--- src/rtl/mac_pkg.sv ---
package mac_pkg;

  typedef enum logic [1:0] {
    FMT_SINT = 2'b00,
    FMT_UINT = 2'b01,
    FMT_FRAC = 2'b10,
    FMT_ALT  = 2'b11
  } fmtT;

  typedef enum logic [1:0] {
    SH_NONE  = 2'b00,
    SH_LEFT  = 2'b01,
    SH_RIGHT = 2'b10,
    SH_KEEP  = 2'b11
  } shiftT;

  typedef struct packed {
    logic capture;
    logic accumulate;
    logic load;
    logic clear;
  } strobeT;

endpackage

--- src/rtl/mac_ctrl.sv ---
module mac_ctrl
  import mac_pkg::*;
(
  input  logic   clk,
  input  logic   rstN,
  input  logic   inValid,
  input  logic   loadEn,
  input  logic   clearEn,
  input  logic   ovfDet,
  output strobeT strobes,
  output logic   accValid,
  output logic   ovfFlag
);

  logic stg1Valid;

  always_ff @(posedge clk or negedge rstN) begin
    if (!rstN) stg1Valid <= 1'b0;
    else       stg1Valid <= inValid;
  end

  always_comb begin
    strobes.capture    = inValid;
    strobes.clear      = clearEn;
    strobes.load       = loadEn & ~clearEn;
    strobes.accumulate = stg1Valid & ~loadEn & ~clearEn;
  end

  always_ff @(posedge clk or negedge rstN) begin
    if (!rstN) begin
      accValid <= 1'b0;
      ovfFlag  <= 1'b0;
    end else begin
      accValid <= strobes.accumulate;
      if (clearEn)
        ovfFlag <= 1'b0;
      else if (strobes.accumulate && ovfDet)
        ovfFlag <= 1'b1;
    end
  end

  AST_VALID_LATENCY: assert property (@(posedge clk) disable iff (!rstN)
    accValid |-> $past(inValid, 2));

  AST_OVF_STICKY: assert property (@(posedge clk) disable iff (!rstN)
    (ovfFlag && !clearEn) |=> ovfFlag);

  AST_OVF_CLEARED: assert property (@(posedge clk) disable iff (!rstN)
    clearEn |=> !ovfFlag);

  AST_OVERRIDE_NO_VALID: assert property (@(posedge clk) disable iff (!rstN)
    (loadEn || clearEn) |=> !accValid);

endmodule

--- src/rtl/mac_reduce.sv ---
module mac_reduce
  import mac_pkg::*;
#(
  parameter int PROD_FULL = 64,
  parameter int PROD_W    = 40,
  parameter int ACC_W     = 48
) (
  input  logic [PROD_FULL-1:0] prod,
  input  fmtT                  fmt,
  input  logic                 rnd,
  input  shiftT                shf,
  output logic [ACC_W-1:0]     scaled
);

  localparam int DROP = PROD_FULL - PROD_W;
  localparam int PAD  = ACC_W - PROD_W;
  localparam logic [DROP-1:0] HALF = {1'b1, {(DROP-1){1'b0}}};

  logic                 isUns;
  logic                 isFrac;
  logic [PROD_FULL-1:0] fracAligned;
  logic [PROD_W-1:0]    hiPart;
  logic [DROP-1:0]      loPart;
  logic                 roundUp;
  logic [PROD_W-1:0]    fracVal;
  logic [PROD_W-1:0]    narrowProd;
  logic [ACC_W-1:0]     widened;
  logic                 fillBit;

  always_comb begin
    isUns       = (fmt == FMT_UINT);
    isFrac      = (fmt == FMT_FRAC);
    fracAligned = prod << 1;
    hiPart      = fracAligned[PROD_FULL-1 -: PROD_W];
    loPart      = fracAligned[DROP-1:0];
    roundUp     = rnd && ((loPart > HALF) || ((loPart == HALF) && hiPart[0]));
    fracVal     = hiPart + {{(PROD_W-1){1'b0}}, roundUp};
    narrowProd  = isFrac ? fracVal : fracAligned[PROD_W:1];
  end

  always_comb begin
    fillBit = isUns ? 1'b0 : narrowProd[PROD_W-1];
    widened = {{PAD{fillBit}}, narrowProd};
    unique case (shf)
      SH_LEFT:  scaled = {widened[ACC_W-2:0], 1'b0};
      SH_RIGHT: scaled = {(isUns ? 1'b0 : widened[ACC_W-1]), widened[ACC_W-1:1]};
      default:  scaled = widened;
    endcase
  end

endmodule

--- src/rtl/mac_datapath.sv ---
module mac_datapath
  import mac_pkg::*;
#(
  parameter int OP_W     = 32,
  parameter int NARROW_W = 16,
  parameter int PROD_W   = 40,
  parameter int ACC_W    = 48
) (
  input  logic             clk,
  input  logic             rstN,
  input  strobeT           strobes,
  input  logic [OP_W-1:0]  opA,
  input  logic [OP_W-1:0]  opB,
  input  fmtT              fmt,
  input  logic             wide,
  input  logic             rnd,
  input  shiftT            shf,
  input  logic             sub,
  input  logic             sat,
  input  logic [ACC_W-1:0] loadVal,
  output logic [ACC_W-1:0] accOut,
  output logic             ovfDet
);

  localparam int PROD_FULL = 2 * OP_W;
  localparam int GAP       = OP_W - NARROW_W;
  localparam int SUM_W     = ACC_W + 1;

  // operand conditioning
  logic signed [OP_W:0] mulA;
  logic signed [OP_W:0] mulB;

  function automatic logic signed [OP_W:0] condition(input logic [OP_W-1:0] raw,
                                                     input fmtT f, input logic w);
    logic [OP_W-1:0] sel;
    logic            topBit;
    if (w) begin
      sel = raw;
    end else if (f == FMT_FRAC) begin
      sel = {raw[NARROW_W-1:0], {GAP{1'b0}}};
    end else if (f == FMT_UINT) begin
      sel = {{GAP{1'b0}}, raw[NARROW_W-1:0]};
    end else begin
      sel = {{GAP{raw[NARROW_W-1]}}, raw[NARROW_W-1:0]};
    end
    topBit = (f == FMT_UINT) ? 1'b0 : sel[OP_W-1];
    return {topBit, sel};
  endfunction

  always_comb begin
    mulA = condition(opA, fmt, wide);
    mulB = condition(opB, fmt, wide);
  end

  // stage 1: full product and its mode fields
  logic signed [PROD_FULL-1:0] prodNow;
  logic [PROD_FULL-1:0]        prodQ;
  fmtT                         fmtQ;
  logic                        rndQ;
  shiftT                       shfQ;
  logic                        subQ;
  logic                        satQ;

  assign prodNow = PROD_FULL'(mulA) * PROD_FULL'(mulB);

  always_ff @(posedge clk or negedge rstN) begin
    if (!rstN) begin
      prodQ <= '0;
      fmtQ  <= FMT_SINT;
      rndQ  <= 1'b0;
      shfQ  <= SH_NONE;
      subQ  <= 1'b0;
      satQ  <= 1'b0;
    end else if (strobes.capture) begin
      prodQ <= prodNow;
      fmtQ  <= fmt;
      rndQ  <= rnd;
      shfQ  <= shf;
      subQ  <= sub;
      satQ  <= sat;
    end
  end

  // stage 2: reduce, extend, scale
  logic [ACC_W-1:0] scaledProd;

  mac_reduce #(
    .PROD_FULL(PROD_FULL),
    .PROD_W   (PROD_W),
    .ACC_W    (ACC_W)
  ) i_reduce (
    .prod  (prodQ),
    .fmt   (fmtQ),
    .rnd   (rndQ),
    .shf   (shfQ),
    .scaled(scaledProd)
  );

  // add / subtract with overflow handling
  logic [ACC_W-1:0] accQ;
  logic             unsMode;
  logic [SUM_W-1:0] accExt;
  logic [SUM_W-1:0] prodExt;
  logic [SUM_W-1:0] sumRaw;
  logic             ovfNow;
  logic [ACC_W-1:0] clampVal;
  logic [ACC_W-1:0] nextAcc;

  always_comb begin
    unsMode = (fmtQ == FMT_UINT);
    accExt  = {(unsMode ? 1'b0 : accQ[ACC_W-1]), accQ};
    prodExt = {(unsMode ? 1'b0 : scaledProd[ACC_W-1]), scaledProd};
    sumRaw  = subQ ? (accExt - prodExt) : (accExt + prodExt);
    if (unsMode) begin
      ovfNow   = sumRaw[SUM_W-1];
      clampVal = subQ ? '0 : '1;
    end else begin
      ovfNow   = sumRaw[SUM_W-1] ^ sumRaw[ACC_W-1];
      clampVal = sumRaw[SUM_W-1] ? {1'b1, {(ACC_W-1){1'b0}}}
                                 : {1'b0, {(ACC_W-1){1'b1}}};
    end
    nextAcc = (ovfNow && satQ) ? clampVal : sumRaw[ACC_W-1:0];
  end

  always_ff @(posedge clk or negedge rstN) begin
    if (!rstN)                   accQ <= '0;
    else if (strobes.clear)      accQ <= '0;
    else if (strobes.load)       accQ <= loadVal;
    else if (strobes.accumulate) accQ <= nextAcc;
  end

  assign accOut = accQ;
  assign ovfDet = ovfNow;

  AST_CLEAR_ZERO: assert property (@(posedge clk) disable iff (!rstN)
    strobes.clear |=> (accOut == '0));

  AST_LOAD_TAKES: assert property (@(posedge clk) disable iff (!rstN)
    strobes.load |=> (accOut == $past(loadVal)));

  AST_ACC_HOLD: assert property (@(posedge clk) disable iff (!rstN)
    !(strobes.clear || strobes.load || strobes.accumulate) |=> $stable(accOut));

  AST_NO_WRAP_SAT: assert property (@(posedge clk) disable iff (!rstN)
    (strobes.accumulate && satQ && ovfNow && unsMode && !subQ) |=> (accOut == '1));

endmodule

--- src/rtl/mac_pipe.sv ---
module mac_pipe
  import mac_pkg::*;
#(
  parameter int OP_W     = 32,
  parameter int NARROW_W = 16,
  parameter int PROD_W   = 40,
  parameter int ACC_W    = 48
) (
  input  logic             clk,
  input  logic             rstN,
  input  logic             inValid,
  input  logic [OP_W-1:0]  opA,
  input  logic [OP_W-1:0]  opB,
  input  logic [1:0]       opFmt,
  input  logic             opWide,
  input  logic             roundEn,
  input  logic [1:0]       prodShift,
  input  logic             subEn,
  input  logic             satEn,
  input  logic             loadEn,
  input  logic [ACC_W-1:0] loadVal,
  input  logic             clearEn,
  output logic [ACC_W-1:0] accOut,
  output logic             accValid,
  output logic             ovfFlag
);

  strobeT strobes;
  logic   ovfDet;

  mac_ctrl i_ctrl (
    .clk     (clk),
    .rstN    (rstN),
    .inValid (inValid),
    .loadEn  (loadEn),
    .clearEn (clearEn),
    .ovfDet  (ovfDet),
    .strobes (strobes),
    .accValid(accValid),
    .ovfFlag (ovfFlag)
  );

  mac_datapath #(
    .OP_W    (OP_W),
    .NARROW_W(NARROW_W),
    .PROD_W  (PROD_W),
    .ACC_W   (ACC_W)
  ) i_datapath (
    .clk    (clk),
    .rstN   (rstN),
    .strobes(strobes),
    .opA    (opA),
    .opB    (opB),
    .fmt    (fmtT'(opFmt)),
    .wide   (opWide),
    .rnd    (roundEn),
    .shf    (shiftT'(prodShift)),
    .sub    (subEn),
    .sat    (satEn),
    .loadVal(loadVal),
    .accOut (accOut),
    .ovfDet (ovfDet)
  );

endmodule

--- config.mk ---
export PLATFORM = sky130hd
export DESIGN_NAME = mac_pipe
export DESIGN_NICKNAME = d
export VERILOG_FILES = /design/src/rtl/mac_pkg.sv /design/src/rtl/mac_ctrl.sv /design/src/rtl/mac_reduce.sv /design/src/rtl/mac_datapath.sv /design/src/rtl/mac_pipe.sv
export SDC_FILE = /design/constraint.sdc
export NUM_CORES = 2
export LEC_CHECK = 0
export BUFFER_PORTS_ARGS = -buffer_cell sky130_fd_sc_hd__clkbuf_2
export CAP_MARGIN = 5
export CORE_ASPECT_RATIO = 1.75
export CORE_MARGIN = 1.5
export CORE_UTILIZATION = 64
export CTS_CLUSTER_DIAMETER = 120
export DETAILED_ROUTE_END_ITERATION = 8
export PLACE_DENSITY = 0.82
export SLEW_MARGIN = 15
export SYNTH_ARGS = -nofsm -noshare
export SYNTH_HDL_FRONTEND = slang
export SYNTH_SLANG_ARGS = --single-unit
--- constraint.sdc ---
create_clock -name clk -period 9.1 [get_ports clk]
set_input_delay 0.455 -clock clk [delete_from_list [all_inputs] [get_ports clk]]
set_output_delay 0.455 -clock clk [all_outputs]
set_load 0.005 [all_outputs]
# --- Word-level counts from Yosys, hierarchy flattened ---
# Cells that the tools add are included.
word_totals:
  input_bits: 125
  elab_cells: 60
  output_inout_bits: 50
  ff_bits: 121
op_classes:
  mux: 25
  eq_ne: 7
  multipliers: 1
  addsub: 3
  bitwise_logic: 6
  n_lt_le_gt_ge: 1
  reduce_logical: 7
op_table:
  columns: ["op", "n"]
  rows:
  - ["48-bit 2-to-1 mux", 7]
  - ["32-bit 2-to-1 mux", 6]
  - ["48-bit case mux with 2 select lines", 1]
  - ["33-bit by 33-bit multiplier with 63-bit output", 1]
  - ["49-bit adder", 1]
  - ["49-bit 2-to-1 mux", 1]
  - ["49-bit subtractor", 1]
  - ["40-bit by 1-bit adder with 40-bit output", 1]
  - ["40-bit 2-to-1 mux", 1]
  - ["24-bit > comparator, second input constant", 1]
  - ["23-bit == test, second input constant", 1]
  - ["1-bit 2-to-1 mux", 9]
  - ["2-bit by 1-bit == test with 1-bit output, second input constant", 3]
  - ["2-bit == test, second input constant", 3]
  - ["1-bit logical AND", 4]
  - ["1-bit bitwise AND", 3]
  - ["3-bit nonzero test", 1]
  - ["1-bit inverter", 2]
  - ["2-bit nonzero test", 1]
  - ["1-bit logical OR", 1]
  - ["1-bit bitwise XOR", 1]

# --- Longest topological paths before layout ---
logic_depth:
  word_depth: 19
  depth_mapped: 37
  ltp_nobuf: 34

# --- Hierarchy ---
# Synthesis repeated with hierarchy kept, for this count alone.
hier_totals:
  hier_cells: 5638
  area_unflattened_um2: 48960.7
modules_own_cells:
  columns: ["module", "area_each_um2", "cells_per_inst", "n_inst", "seq_area_each_um2"]
  rows:
  - ["mac_datapath", 46341.9, 5223, 1, 2977.9]
  - ["mac_reduce", 2498.6, 405, 1, 0.0]
  - ["mac_ctrl", 120.1, 10, 1, 75.1]

# --- Worst setup path before layout ---
# Ideal clock, no wire load.
synth_path:
  path_type: "input to register"
  start: "in opWide"
  end: "reg i_datapath.prodQ[60]"
  path_buffers: 4
  slack_ns: 0.005
  required_time_ns: 8.975
  arrival_ns: 8.970
  setup_time_ns: 0.125
  path_stages: 33
  path_cell_list: "clkbuf_1 -> inv_2 -> nand2_1 -> clkbuf_1 -> clkbuf_1 -> and2_1 -> clkbuf_1 -> nand2_1 -> fa_1 -> inv_1 -> fa_1 -> fa_1 -> fa_1 -> fa_1 -> fa_1 -> inv_1 -> fa_1 -> inv_1 -> fa_1 -> ha_1 -> a21oi_1 -> nand2_1 -> a221o_1 -> a41o_1 -> a311oi_1 -> nor4b_1 -> a221oi_1 -> a211oi_1 -> o31ai_1 -> a21oi_1 -> a21oi_1 -> xnor2_1 -> mux2_2"
synth_via:
  elab_chain_cells: 3
  elab_cells_between_ends: 5
  classes_between: "1 x mul; 4 x mux"
synth_lines:
  columns: ["element", "line_no", "source"]
  rows:
  - ["start: declaration", "mac_pipe.sv:15", "input logic opWide,"]
  - ["32-bit 2-to-1 mux", "mac_datapath.sv:37", "if (w) begin"]
  - ["1-bit 2-to-1 mux", "mac_datapath.sv:46", "topBit = (f == FMT_UINT) ? 1'b0 : sel[OP_W-1];"]
  - ["33-bit by 33-bit multiplier with 63-bit output (*)", "mac_datapath.sv:64", "assign prodNow = PROD_FULL'(mulA) * PROD_FULL'(mulB);"]
  - ["end signal: assignment", "mac_datapath.sv:75", "prodQ <= prodNow;"]
  - ["end: declaration", "mac_datapath.sv:57", "logic [PROD_FULL-1:0] prodQ;"]
# Mark *: on every way between the ends. The rest lies on a longest branch, timed or not.
# A chain may end at the register's enable or synchronous reset.

# --- Worst setup path in the final report ---
layout_path:
  start: "in opFmt[1]"
  end: "reg i_datapath.prodQ[60]"
layout_via:
  elab_chain_cells: 6
  elab_cells_between_ends: 11
  classes_between: "1 x mul; 2 x eq/ne; 8 x mux"
layout_lines:
  columns: ["element", "line_no", "source"]
  rows:
  - ["start: declaration", "mac_pipe.sv:14", "input logic [1:0] opFmt,"]
  - ["2-bit by 1-bit == test with 1-bit output", "mac_datapath.sv:41, mac_datapath.sv:46", null]
  - ["32-bit 2-to-1 mux", "mac_datapath.sv:41", "end else if (f == FMT_UINT) begin"]
  - ["32-bit 2-to-1 mux", "mac_datapath.sv:39", "end else if (f == FMT_FRAC) begin"]
  - ["32-bit 2-to-1 mux", "mac_datapath.sv:37", null]
  - ["1-bit 2-to-1 mux", "mac_datapath.sv:46", null]
  - ["33-bit by 33-bit multiplier with 63-bit output (*)", "mac_datapath.sv:64", null]
# Marks and branches as above.

==> summary by stage <==
Drt
The met3 wire length is 21900 um. In this run the remaining antenna-violating nets after routing total 0. The DRC violations left is 5. The routed length on met1 is 52900 um. The routed design uses 82600 um of met2 wire. The number of vias per cell is 6.38. Summed over all layers, the routed wires come to 184000 um.

Summing over every cut layer, the via total after detailed routing is 43690. Before antenna repair, the detailed router went through 9 iterations. The top routing layer in use is met5. The number of DRC markers in iteration 0 is 5159. The detailed-route wire length per cell is 26.9 um.

Critical path
The worst setup path is of the in -> reg kind. The launching element type of the critical path is an input port. The maximum single-stage delay on the critical path is 0.57 ns. STA classifies the critical path endpoint as a flop. On the critical path, the stage with the largest delay is an instance of fa_1. The cell occurring most often along the worst timing path is fa_1.

The largest fanout on the critical path is 37. The data required time at the worst endpoint is 9.44 ns. The worst path arrival time is 9.34 ns.

Layout
The post-route netlist has 14.5% of its cells at a drive strength greater than 1. The register area is 0.00303 mm^2. The area used by multi-input combinational logic is 0.0402 mm^2. The final layout contains 7380 nets.

The filler cell count is 5714. For this run, the number of standard cells in the final layout without fillers is 6845. From synthesis to final layout, the design area changed by 12.2%.

Clock network
The clock latency reported for the late side of the worst-skew pair is 0.46 ns. The number of buffers on the longest clock path is 2. Counting the buffers created by CTS gives 17. The clock sink count is 121. In this run the number of H-tree levels came out at 4. The number of buffers added to fix hold violations after cts is 0.

The clock transition time at the flip-flop clock pins of the worst setup and hold paths is 0.05 ns. The clock tree root buffer cell is clkbuf_16. The TritonCTS clock tree is yes.

Die
The x dimension of the die is 211 um. The effective utilization at floorplan is 64.6%. The boundary pin count is 175. The area of the die is 0.0773 mm^2. The region available for standard cell placement spans 0.0749 mm^2. The standard-cell row count is 133. In this run the vertical extent of the chip is 367 um.

Placement
The half-perimeter wire length of the detailed placement result is 146000 um. At the end of routability-driven placement, the weighted congestion stood at 1.11. In this run, placement finished with an instance count of 6795. The port buffer count is 174.

Synth
In this run, synthesis produced a sequential element count of 121. The proportion of synthesized flip-flops having asynchronous set or reset is 100%. During synthesis, Yosys emitted a total of 0 warnings.

Of the post-synthesis cell area, the dominant cell type holds 46.1%. The number of enable-type register cells in the synthesized netlist is 0. The cell area that synthesis handed to floorplanning was 0.0483 mm^2.

Yosys attributes the largest share of cell area to fa_1 (46%), inv_1 (8.4%), nand2_1 (7.1%), ha_1 (6.8%), dfrtp_1 (6.3%). The number of instances in the synthesized netlist is 5493. The flip-flop cell with the highest count after synthesis is dfrtp_1. For this run, the register share of the synthesized area comes to 6.26%. The number of nets handed over by synthesis was 6995.

The count of different cell masters after synthesis is 95. A synthesized cell averages 8.80 um^2. The cell accounting for the most synthesized area is fa_1.

Global route
Entering global routing, the biggest net connects 71 pins. Global routing consumed, over all layers together, 51.0% of the routing resources. The number of global-route vias before repair is 47183. The total overflow left after global routing is 0. The initial antenna violation count came to 18.

The first-pass GRT wire length is 286000 um.

Timing
The final period demand of the worst path is 9.00 ns. The max-slew violation total from the final report is 0. The relative slew slack is 27.4%. Static timing analysis puts the maximum clock frequency at 111 MHz.

Setup repair after global routing could not meet its margin everywhere. Clock skew on the completed layout was measured at 0.0124 ns. The hold violation count in the final report is 0. The measured slew at the worst slew-check pin is 1.09 ns. The number of setup violations in the final report is 0. After layout, the worst path uses 98.9% of the clock period.

Outcome
The final reports fail on design-rule violations. The run finished, with violations left.

Hold path
In this run the worst hold path is classified as in -> async.

Job
The max-capacitance violation count is 0.
path summary, 6_finish.rpt:
check	startpoint	end	slack, ns	depth (start not counted)
setup / recovery	opFmt[1]	i_datapath.prodQ[60]	0.10	36
hold / removal	rstN	i_datapath.accOut[3]	0.05	1
setup reg to reg	i_datapath.prodQ[20]	i_datapath.accOut[5]	0.59	30
hold reg to reg	i_datapath.accOut[38]	i_datapath.accOut[38]	0.54	2
max in group asynchronous	rstN	i_datapath.prodQ[60]	7.75	2
min in group clk	loadVal[2]	i_datapath.accOut[2]	0.21	3
timing repair:
| item | CTS | global route |
|---|---|---|
| setup endpoints to repair | 1 | 68 |
| gates resized for setup | 1 | 62 |
| hold endpoints to repair | 0 | 0 |
| pin swaps | 0 | 7 |
| buffers inserted | 0 | 8 |
| gates cloned | 0 | 1 |
kinds of logic (layout without fill, tap and decap cells):
kind of cell    count (synthesis)  after routing  share of synthesized area [%]
fa+ha+maj                    1377           1377                           52.9
simple gates                 1682           1682                           15.3
flops                         121            121                           6.26
compound gates                689            690                           9.49
other cells                     0             11                              0
buf+inv                      1380           1775                           11.2
mux                            73             73                           1.67
xor+xnor                      171            171                           3.13
per-stage QoR:
step | util, % | hold slack [ns] | cell area, um^2 | worst slack (ns) | TNS (ns)
floorplan | - | 0.159 | 48300 | 0.00504 | 0
global placement | 71.1 | 0.521 | 53200 | -0.360 | -1.63
detailed placement | 71.1 | 0.517 | 53200 | -0.428 | -2.84
CTS | 71.9 | 0.0672 | 53900 | 0.129 | 0
global route | 72.4 | 0.110 | 54200 | -0.166 | -0.695
finish | 72.4 | 0.0506 | 54200 | 0.103 | 0
metal layers:
| metal | vias to the layer above | GRT usage [%] |
|---|---|---|
| met4 | 20 | 51.6 |
| met2 | 3009 | 77.1 |
| met1 | 21448 | 49.4 |
| met3 | 1481 | 23.8 |
| met5 | - | 4.66 |
| li1 | 17732 | - |
layout make-up:
class / instances / area share (%)
multi-input cells: 3993 / 74.2
repair buffers: 664 / 9.31
inverters: 1081 / 7.50
flip-flops and latches: 121 / 5.58
well taps: 945 / 2.18
clock buffers: 22 / 0.875
clock inverters: 8 / 0.309
diodes: 11 / 0.0508
state kept, by name (all words and copies together), names as in the netlist:
register           cells
i_ctrl.accValid        1
i_ctrl.ovfFlag         1
i_ctrl.stg1Valid       1
i_datapath.accOut     48
i_datapath.fmtQ        2
i_datapath.prodQ      63
i_datapath.rndQ        1
i_datapath.satQ        1
i_datapath.shfQ        2
i_datapath.subQ        1
critical path, delay by kind of cell:
family          cells  cell delay (ns)
fa+ha+maj           9             4.25
simple gates        7             0.88
buf+inv            11             2.06
mux                 1             0.26
compound gates      7             1.31
xor+xnor            1             0.08
layout by cell type (no fill, tap or decap), drive strengths merged, types with 38 or more instances in the layout:
| master | instances |
|---|---|
| ha | 263 |
| a21o | 62 |
| and2 | 56 |
| o21a | 38 |
| a21oi | 154 |
| clkbuf | 194 |
| buf | 492 |
| o21ai | 156 |
| fa | 1114 |
| xnor2 | 115 |
| nor2b | 39 |
| and3 | 89 |
| a31oi | 39 |
| nor2 | 351 |
| mux2 | 57 |
| a22oi | 47 |
| nand2 | 922 |
| inv | 1078 |
| xor2 | 55 |
| dfrtp | 121 |
| nand3 | 50 |
Yosys cell counts (55+ instances only):
| cell type | instances |
|---|---|
| fa_1 | 1114 |
| inv_1 | 1079 |
| nand2_1 | 919 |
| nor2_1 | 350 |
| ha_1 | 263 |
| clkbuf_1 | 235 |
| a21oi_1 | 154 |
| dfrtp_1 | 121 |
| xnor2_1 | 115 |
| o21ai_0 | 108 |
| and3_1 | 89 |
| a21o_1 | 62 |
| mux2_2 | 57 |
| and2_1 | 55 |
| xor2_1 | 55 |
Power is left out: the tool's default activity adds up to more than one toggle a clock period on the data nets, which glitch-free logic cannot reach.
